--- config.mk ---
export PLATFORM = sky130hd
export DESIGN_NAME = ddr_pwrup_seq
export DESIGN_NICKNAME = d
export VERILOG_FILES = /design/src/rtl/ddr_init_pkg.sv /design/src/rtl/ddr_init_downcnt.sv /design/src/rtl/ddr_init_cmd_map.sv /design/src/rtl/ddr_pwrup_seq.sv
export SDC_FILE = /design/constraint.sdc
export NUM_CORES = 1
export LEC_CHECK = 0
export ABC_AREA = 1
export BUFFER_PORTS_ARGS = -buffer_cell sky130_fd_sc_hd__buf_4
export CAP_MARGIN = 20
export CORE_MARGIN = 2
export CORE_UTILIZATION = 37
export DETAILED_ROUTE_END_ITERATION = 8
export PLACE_DENSITY = 0.59
export SYNTH_ARGS = -nofsm -noshare
export SYNTH_HDL_FRONTEND = slang
export SYNTH_SLANG_ARGS = --single-unit
--- constraint.sdc ---
create_clock -name clk -period 2.8 [get_ports clk]
set_clock_uncertainty 0.1 [all_clocks]
set_input_delay 0.42 -clock clk [delete_from_list [all_inputs] [get_ports clk]]
set_output_delay 0.42 -clock clk [all_outputs]
set_load 0.005 [all_outputs]
--- src/rtl/ddr_init_pkg.sv ---
package ddr_init_pkg;

    // Sequencer states, in issue order
    typedef enum logic [3:0] {
        ST_IDLE,
        ST_SETTLE,
        ST_CKE_NOP,
        ST_PRE_A,
        ST_EMRS,
        ST_MRS_DLLRST,
        ST_PRE_B,
        ST_AREF,
        ST_MRS_FINAL,
        ST_GAP,
        ST_LOCK_WAIT,
        ST_READY
    } seq_state_e;

    // Command code as {cs_n, ras_n, cas_n, we_n}
    typedef enum logic [3:0] {
        CMD_NOP  = 4'b0111,
        CMD_PRE  = 4'b0010,
        CMD_AREF = 4'b0001,
        CMD_MRS  = 4'b0000
    } ddr_cmd_e;

    // Register select on the bank lines during a mode write
    typedef enum logic [1:0] {
        REGSEL_MODE = 2'b00,
        REGSEL_EXT  = 2'b01
    } reg_sel_e;

    localparam int unsigned ALLBANK_BIT = 10;
    localparam int unsigned DLLRST_BIT  = 8;

    function automatic int unsigned umax(int unsigned a, int unsigned b);
        return (a > b) ? a : b;
    endfunction

endpackage

--- src/rtl/ddr_init_downcnt.sv ---
module ddr_init_downcnt #(
    parameter int unsigned W = 8
) (
    input  logic         clk,
    input  logic         rst,
    input  logic         load,
    input  logic [W-1:0] load_val,
    output logic [W-1:0] count
);

    always_ff @(posedge clk) begin
        if (rst)
            count <= '0;
        else if (load)
            count <= load_val;
        else if (count != '0)
            count <= count - 1'b1;
    end

    // a running count steps down by one per cycle
    p_step_down_r2: assert property (@(posedge clk) disable iff (rst)
        (!load && count != '0) |=> (count == $past(count) - 1'b1));

    // an expired count stays expired until reloaded
    p_hold_zero_r8: assert property (@(posedge clk) disable iff (rst)
        (!load && count == '0) |=> (count == '0));

endmodule

--- src/rtl/ddr_init_cmd_map.sv ---
module ddr_init_cmd_map
    import ddr_init_pkg::*;
#(
    parameter int unsigned       ADDR_W       = 13,
    parameter logic [ADDR_W-1:0] MODE_REG     = 'h032,
    parameter logic [ADDR_W-1:0] EXT_MODE_REG = 'h000
) (
    input  seq_state_e        state,
    output ddr_cmd_e          cmd,
    output logic [1:0]        ba,
    output logic [ADDR_W-1:0] addr
);

    localparam logic [ADDR_W-1:0] DLL_MASK = ADDR_W'(1) << DLLRST_BIT;
    localparam logic [ADDR_W-1:0] PRE_ADDR = ADDR_W'(1) << ALLBANK_BIT;

    always_comb begin
        cmd  = CMD_NOP;
        ba   = 2'b00;
        addr = '0;
        unique case (state)
            ST_PRE_A, ST_PRE_B: begin
                cmd  = CMD_PRE;
                addr = PRE_ADDR;
            end
            ST_EMRS: begin
                cmd  = CMD_MRS;
                ba   = REGSEL_EXT;
                addr = EXT_MODE_REG;
            end
            ST_MRS_DLLRST: begin
                cmd  = CMD_MRS;
                ba   = REGSEL_MODE;
                addr = MODE_REG | DLL_MASK;
            end
            ST_MRS_FINAL: begin
                cmd  = CMD_MRS;
                ba   = REGSEL_MODE;
                addr = MODE_REG & ~DLL_MASK;
            end
            ST_AREF: cmd = CMD_AREF;
            default: ;
        endcase
    end

endmodule

--- src/rtl/ddr_pwrup_seq.sv ---
module ddr_pwrup_seq
    import ddr_init_pkg::*;
#(
    parameter int unsigned       ADDR_W       = 13,
    parameter int unsigned       CLK_MHZ      = 125,
    parameter int unsigned       SETTLE_US    = 200,
    parameter int unsigned       LOCK_CYC     = 200,
    parameter int unsigned       T_RP         = 3,
    parameter int unsigned       T_RFC        = 10,
    parameter int unsigned       T_MRD        = 2,
    parameter int unsigned       REF_COUNT    = 2,
    parameter logic [ADDR_W-1:0] MODE_REG     = 'h032,
    parameter logic [ADDR_W-1:0] EXT_MODE_REG = 'h000
) (
    input  logic              clk,
    input  logic              rst,
    input  logic              pwr_stable,
    output logic              cke,
    output logic              cs_n,
    output logic              ras_n,
    output logic              cas_n,
    output logic              we_n,
    output logic [ADDR_W-1:0] addr,
    output logic [1:0]        ba,
    output logic              init_done
);

    localparam int unsigned SETTLE_CYC = CLK_MHZ * SETTLE_US;
    localparam int unsigned WAIT_MAX   = umax(umax(SETTLE_CYC, T_RP), umax(T_RFC, T_MRD));
    localparam int unsigned WAIT_W     = $clog2(WAIT_MAX + 1);
    localparam int unsigned LOCK_W     = $clog2(LOCK_CYC + 1);
    localparam int unsigned REF_W      = $clog2(REF_COUNT + 1);

    if (REF_COUNT < 2) begin : g_bad_refcount
        initial $error("REF_COUNT must be at least 2");
    end

    seq_state_e        state_q, state_d, after_q, after_d;
    logic [REF_W-1:0]  ref_q, ref_d;
    logic              wt_load;
    logic [WAIT_W-1:0] wt_val, wt_cnt;
    logic              lock_armed_q, lock_done;
    logic [LOCK_W-1:0] lock_cnt;
    ddr_cmd_e          cmd;

    // Shared settle/gap timer
    ddr_init_downcnt #(.W(WAIT_W)) u_gap_timer (
        .clk      (clk),
        .rst      (rst),
        .load     (wt_load),
        .load_val (wt_val),
        .count    (wt_cnt)
    );

    // DLL lock timer, runs alongside the command sequence
    ddr_init_downcnt #(.W(LOCK_W)) u_lock_timer (
        .clk      (clk),
        .rst      (rst),
        .load     (state_q == ST_MRS_DLLRST),
        .load_val (LOCK_W'(LOCK_CYC - 1)),
        .count    (lock_cnt)
    );

    assign lock_done = lock_armed_q && (lock_cnt == '0);

    always_comb begin
        state_d = state_q;
        after_d = after_q;
        ref_d   = ref_q;
        wt_load = 1'b0;
        wt_val  = '0;
        unique case (state_q)
            ST_IDLE: if (pwr_stable) begin
                state_d = ST_SETTLE;
                wt_load = 1'b1;
                wt_val  = WAIT_W'(SETTLE_CYC);
            end
            ST_SETTLE:  if (wt_cnt == WAIT_W'(1)) state_d = ST_CKE_NOP;
            ST_CKE_NOP: state_d = ST_PRE_A;
            ST_PRE_A: begin
                after_d = ST_EMRS;
                if (T_RP > 1) begin
                    state_d = ST_GAP; wt_load = 1'b1; wt_val = WAIT_W'(T_RP - 1);
                end else state_d = ST_EMRS;
            end
            ST_EMRS: begin
                after_d = ST_MRS_DLLRST;
                if (T_MRD > 1) begin
                    state_d = ST_GAP; wt_load = 1'b1; wt_val = WAIT_W'(T_MRD - 1);
                end else state_d = ST_MRS_DLLRST;
            end
            ST_MRS_DLLRST: begin
                after_d = ST_PRE_B;
                if (T_MRD > 1) begin
                    state_d = ST_GAP; wt_load = 1'b1; wt_val = WAIT_W'(T_MRD - 1);
                end else state_d = ST_PRE_B;
            end
            ST_PRE_B: begin
                ref_d   = REF_W'(REF_COUNT);
                after_d = ST_AREF;
                if (T_RP > 1) begin
                    state_d = ST_GAP; wt_load = 1'b1; wt_val = WAIT_W'(T_RP - 1);
                end else state_d = ST_AREF;
            end
            ST_AREF: begin
                ref_d   = ref_q - 1'b1;
                after_d = (ref_q == REF_W'(1)) ? ST_MRS_FINAL : ST_AREF;
                if (T_RFC > 1) begin
                    state_d = ST_GAP; wt_load = 1'b1; wt_val = WAIT_W'(T_RFC - 1);
                end else state_d = after_d;
            end
            ST_MRS_FINAL: begin
                after_d = ST_LOCK_WAIT;
                if (T_MRD > 1) begin
                    state_d = ST_GAP; wt_load = 1'b1; wt_val = WAIT_W'(T_MRD - 1);
                end else state_d = ST_LOCK_WAIT;
            end
            ST_GAP:       if (wt_cnt == WAIT_W'(1)) state_d = after_q;
            ST_LOCK_WAIT: if (lock_done) state_d = ST_READY;
            ST_READY:     state_d = ST_READY;
            default:      state_d = ST_IDLE;
        endcase
    end

    always_ff @(posedge clk) begin
        if (rst) begin
            state_q      <= ST_IDLE;
            after_q      <= ST_IDLE;
            ref_q        <= '0;
            lock_armed_q <= 1'b0;
        end else begin
            state_q <= state_d;
            after_q <= after_d;
            ref_q   <= ref_d;
            if (state_q == ST_MRS_DLLRST) lock_armed_q <= 1'b1;
        end
    end

    ddr_init_cmd_map #(
        .ADDR_W       (ADDR_W),
        .MODE_REG     (MODE_REG),
        .EXT_MODE_REG (EXT_MODE_REG)
    ) u_cmd_map (
        .state (state_q),
        .cmd   (cmd),
        .ba    (ba),
        .addr  (addr)
    );

    assign {cs_n, ras_n, cas_n, we_n} = cmd;
    assign cke       = !(state_q inside {ST_IDLE, ST_SETTLE});
    assign init_done = (state_q == ST_READY);

    // once raised, clock-enable never falls without reset
    p_cke_hold_r2: assert property (@(posedge clk) disable iff (rst)
        cke |=> cke);

    // nothing but NOP while clock-enable is low
    p_quiet_cke_low_r7: assert property (@(posedge clk) disable iff (rst)
        !cke |-> (cmd == CMD_NOP));

    // every precharge addresses all banks
    p_pre_allbank_r3: assert property (@(posedge clk) disable iff (rst)
        (cmd == CMD_PRE) |-> addr[ALLBANK_BIT]);

    // the DLL-reset bit only goes to the base mode register
    p_dllrst_target_r4: assert property (@(posedge clk) disable iff (rst)
        (cmd == CMD_MRS && addr[DLLRST_BIT]) |-> (ba == REGSEL_MODE));

    // ready only with the lock count expired, and it stays
    p_done_needs_lock_r8: assert property (@(posedge clk) disable iff (rst)
        $rose(init_done) |-> lock_done);
    p_done_sticky_r8: assert property (@(posedge clk) disable iff (rst)
        init_done |=> init_done);

endmodule

==> results.cfg, run 1 <==
[run_status]
outcome = completed

[worst_setup_path]
reg2reg_slack_ns = 1.06
start_kind = register
critical_path.startpoint = state_q[2]
worstPathCellList = inv_2, nor2_4, nand2_1, nand2_4, inv_2, nand2_2, nand2_1, buf_4
critPathBufInv = 3
crit_required_ns = 2.28
endpoint = we_n
cp.depth = 8
reg2regPathDepth = 9
critPathCaptureType = primary output
cpPeakStageDelay_ns = 0.44
crit_family = simple AND/OR/NAND/NOR gates
cp_max_fo = 5
crit_arrival_ns = 1.58
crit_slowest_cell = dfxtp_1
setup.worst_path.class = register to primary output
crit-reg2reg-launch = u_gap_timer.count[0]
crit-reg2reg-capture = u_gap_timer.count[0]

[floorplanning]
rows = 27
start_util_pct = 38.3
die_h_um = 79.5
die-area_sq_um = 6330
io_pins = 24
core_area_sq_um = 5510
die_x_um = 79.5

[clock_tree]
cts-root-buf = clkbuf_8
cts_tree = yes
clk_pin_slew_worst_paths_ns = 0.07
cts_setup_buffers = 0
cts_buffers = 5
cts_buffer_depth = 2
ctsHoldBuffers = 0
clock_latency_ns = 0.28
cts.repair.resized = 0
htree_levels = 2
cts_sinks = 34

[placed_design]
portBuffers = 13
dp_hpwl_mm = 3.51
place_inst = 409
gp_congestion = 0.900
pre_cts_slack_ns = 0.998
place_area_sq_um = 2220

[synthesis]
seq_area_frac_synth_pct = 32.2
syn_inst = 331
synth_area_leaders = dfxtp_1 32%, nand2_1 16%, nor2_1 10%
yosysWarnings = 0
synth_top_area_cell = dfxtp_1
yosysTopAreaCellShare_pct = 32.2
ys_types = 29
syn_area_sq_um = 2110
yosys_register_bits = 34
avgSynthCellArea_sq_um = 6.38

[timing]
fin_setup_tns_ns = 0
layout_setup_ws_ns = 0.699
rsz0062_at_grt = no
hold_viol = 0
setup_viol = 0
timing.fmax_ghz = 0.476
slew_viol_final = 0
fin_crit_ns = 2.10
fin_crit_sh_pct = 75.0

[power]
p_leak_nw = 1.15
p_seq_share_pct = 29.8
p_clk_share_pct = 14.4
swShare_pct = 47.4
p_per_area_nw_per_um2 = 1120
peakVddDrop_mv = 0.369
switchingPower_w = 0.00123
internal_power_w = 0.00136
pwr-share-comb_pct = 55.8

[layout]
diodes = 0
fin_area_sq_um = 2310
final_cell_mix = 92 x nand2_1, 57 x nor2_1, 34 x dfxtp_1
nNetsFinal = 351
final_common_cell = nand2_1
fin_util_pct = 42.0
layout.cells.non_filler = 417
drive_above_1_share_pct = 14.8
area.growth.synth_to_final_pct = 9.66

[global_routing]
antenna_found_initial = 0
gr-total-overflow = 0
grt_pass1_wl_mm = 7.83
grt_max_degree = 20
groute.usage.overall_pct = 15.7
grt_pass1_vias = 1839

[run]
maxCapViolations = 0

[drt]
wl_per_cell_um = 10.8
wl_mm = 4.49
routed_via_density = 4.64
drt-initial-drc-count = 117
num_vias = 1934
drc = 0
firstDrtPassIters = 4
final_antenna_net_count = 0

[min_path]
min_path_type = primary input to register
==> worst register-to-register path, cell delays in order, from the launching register on <==
cell and delay [ns]:
dfxtp_1 0.33, inv_1 0.12, ha_1 0.25, inv_1 0.10
nor2_4 0.20, nand3_2 0.17, nor2_8 0.20, nand2_1 0.07
nand2_1 0.07, nor2_1 0.05
==> worst min path at each step <==
stage | cells after the start | endpoint | from | slack (ns)
final | 2 | u_lock_timer.count[2] | rst | 0.36
after detailed placement | 1 | u_lock_timer.count[0] | u_lock_timer.count[0] | 0.36
after global routing | 2 | u_lock_timer.count[2] | rst | 0.37
after CTS | 2 | u_lock_timer.count[2] | rst | 0.36
after floorplan | 2 | state_q[2] | after_q[2] | 0.32
after global placement | 2 | ref_q[1] | ref_q[1] | 0.35
==> state kept, by name, indices dropped and copies added (netlist names) <==
signal	flops
after_q	4
lock_armed_q	1
ref_q	2
state_q	4
u_gap_timer.count	15
u_lock_timer.count	8
==> layout make-up <==
class / instances / area, sq um
fillers: 580 / 3190
multi-input cells: 250 / 1200
flip-flops and latches: 34 / 681
inverters: 40 / 150
repair buffers: 13 / 97.6
well taps: 72 / 90.1
clock buffers: 7 / 86.3
clock inverters: 1 / 5.00
==> per-stage QoR <==
stage	hold slack, ns	total power [W]
after floorplan	0.324	0.00194
after global placement	0.349	0.00224
after detailed placement	0.358	0.00223
after CTS	0.356	0.00261
after global routing	0.368	0.00288
final	0.360	0.00259
==> power by group through the flow <==
| stage | clock network [W] | logic [W] | registers [W] |
|---|---|---|---|
| finish | 0.000374 | 0.00145 | 0.000772 |
| global route | 0.000410 | 0.00168 | 0.000794 |
| CTS | 0.000388 | 0.00145 | 0.000772 |
| detailed placement | 0 | 0.00145 | 0.000781 |
| global placement | 0 | 0.00145 | 0.000783 |
| floorplan | 0 | 0.00120 | 0.000739 |
==> cells in the mapped netlist, drive strengths merged <==
master  instances
conb            1
clkbuf          2
and3            1
a31oi           1
xor2            3
buf            14
nand3b          3
nor3            7
o21ai           8
or2             1
dfxtp          34
nand3          19
xnor2           1
a21oi          18
nor4            1
ha              4
a211oi          2
inv            40
nand4           1
nand2          99
nor2           71
==> cells by family (layout without fill, tap and decap cells) <==
group / count (synthesis) / in the layout / synth area share (%)
xor+xnor: 4 / 4 / 1.66
other cells: 1 / 10 / 0.178
compound gates: 29 / 29 / 7.17
fa+ha+maj: 4 / 4 / 2.37
flops: 34 / 34 / 32.2
simple gates: 203 / 203 / 44.1
buf+inv: 56 / 61 / 12.3
==> layer usage <==
metal	global-route usage (%)	routed length, um
met1	18.9	2160
met2	26.5	2050
met3	3.51	177
met4	7.41	99
met5	0	0
Power figures use the tool's default switching activity.
==> inputs of run 2 (changes only) <==
- PLACE_DENSITY: 0.59 -> 0.61
- clock period: 2.8 -> 1.78 ns (I/O delays scaled with it)
==> run 2 against run 1 <==
Sequential cell count did not move. Die area did not move. Clock-buffer cell count did not move. Power increased by 75%. Sequential share of layout area is 2.7 points lower. Worst setup slack got worse by 0.66 ns. Sequential power rose by 59%. Critical endpoint is now addr[4].
==> results.cfg, run 2 (synthesized netlist as in run 1, its figures left out) <==
[clock_tree]
clock_latency_ns = 0.29
htree_levels = 2
cts_buffers = 5
cts-root-buf = clkbuf_8
cts_buffer_depth = 2
cts_tree = yes
clk_pin_slew_worst_paths_ns = 0.07
cts_sinks = 34
ctsHoldBuffers = 0

[timing]
fin_crit_sh_pct = 97.9
hold_viol = 0
fin_setup_tns_ns = 0
fin_crit_ns = 1.74
timing.fmax_ghz = 0.574
rsz0062_at_grt = yes
slew_viol_final = 0
setup_viol = 0
layout_setup_ws_ns = 0.0378

[layout]
seqCellArea_sq_um = 696
area.growth.synth_to_final_pct = 23.3
final_cell_mix = 87 x nand2_1, 53 x nor2_1, 30 x inv_1, 30 x dfxtp_1, 27 x buf_4
largest_reg_flops = 15
multi_input_area_sq_um = 1280
largest-register = u_gap_timer.count
final_common_cell = nand2_1
diodes = 0
fillers = 548
nNetsFinal = 371
top_regs = u_gap_timer.count: 15 flops, u_lock_timer.count: 8 flops
drive_above_1_share_pct = 24.1
fin_area_sq_um = 2600

[floorplanning]
rows = 27
die-area_sq_um = 6330
io_pins = 24
die_x_um = 79.5
start_util_pct = 38.3
core_area_sq_um = 5510
die_h_um = 79.5

[drt]
wl_per_cell_um = 11.7
drt-initial-drc-count = 114
num_vias = 2063
routed_via_density = 4.72
final_antenna_net_count = 0
firstDrtPassIters = 5
drc = 0
wl_mm = 5.13

[worst_setup_path]
start_kind = register
crit_arrival_ns = 1.38
setup.worst_path.class = register to primary output
reg2regPathDepth = 12
cp_max_fo = 4
crit_required_ns = 1.41
critPathCaptureType = primary output

[placed_design]
portBuffers = 13
dp_hpwl_mm = 3.63
pre_cts_slack_ns = 0.0133
gp_congestion = 0.839
place_area_sq_um = 2260

[power]
p_leak_nw = 1.28
p_total_w = 0.00453
p_per_area_nw_per_um2 = 1740
peakVddDrop_mv = 0.807

[run]
maxCapViolations = 0

[global_routing]
grt_pass1_vias = 1940
grt_max_degree = 20
antenna_found_initial = 0
grt_pass1_wl_mm = 8.62
groute.usage.overall_pct = 17.2
gr-total-overflow = 0

[run_status]
outcome = completed

[min_path]
min_path_type = primary input to register
min_path_cells = 2
==> run 2: final timing paths <==
| kind | from | slack, ns | end |
|---|---|---|---|
| max | state_q[2] | 0.04 | addr[4] |
| min | rst | 0.21 | lock_armed_q |
| max reg2reg | state_q[1] | 0.10 | u_gap_timer.count[0] |
| min reg2reg | ref_q[1] | 0.36 | ref_q[1] |
==> run 2: where the power goes <==
| part | switching (W) | internal (W) |
|---|---|---|
| Sequential | 0.000217 | 0.00102 |
| Combinational | 0.00161 | 0.00107 |
| Clock | 0.000299 | 0.000312 |
==> run 2: worst max-delay path, cell delays in order (launching register included) <==
cell	delay [ns]
dfxtp_4	0.40
buf_6	0.13
nand2_4	0.05
buf_4	0.15
nor2_4	0.12
inv_2	0.06
nand2_4	0.07
buf_4	0.10
==> run 2: repair_timing <==
item	in CTS	in global routing
hold endpoints to repair	0	0
pin swaps	6	10
buffers inserted	5	10
resized for setup	14	23
setup endpoints to repair	8	22
==> run 2: metal layers <==
layer | wire length (um) | share of wire, % | GRT usage [%]
met2 | 2530 | 49 | 30.9
met4 | 45 | 0.88 | 2.59
met1 | 2390 | 47 | 20.6
met3 | 172 | 3.4 | 4.75
met5 | 0 | 0 | 0
==> run 2: area by class of cell <==
class                   instances  share of cell area (%)
inverters                      40                    5.96
flip-flops and latches         34                    26.7
multi-input cells             250                    49.3
clock buffers                   7                    3.32
well taps                      72                    3.46
clock inverters                 1                   0.192
repair buffers                 33                    11.1
==> run 2: through the flow <==
step	instances	hold slack, ns	utilization (%)
after global routing	437	0.212	47.3
after global placement	414	0.351	41.1
after floorplan	340	0.324	-
after detailed placement	414	0.353	41.1
final	437	0.213	47.3
after CTS	427	0.205	44.4
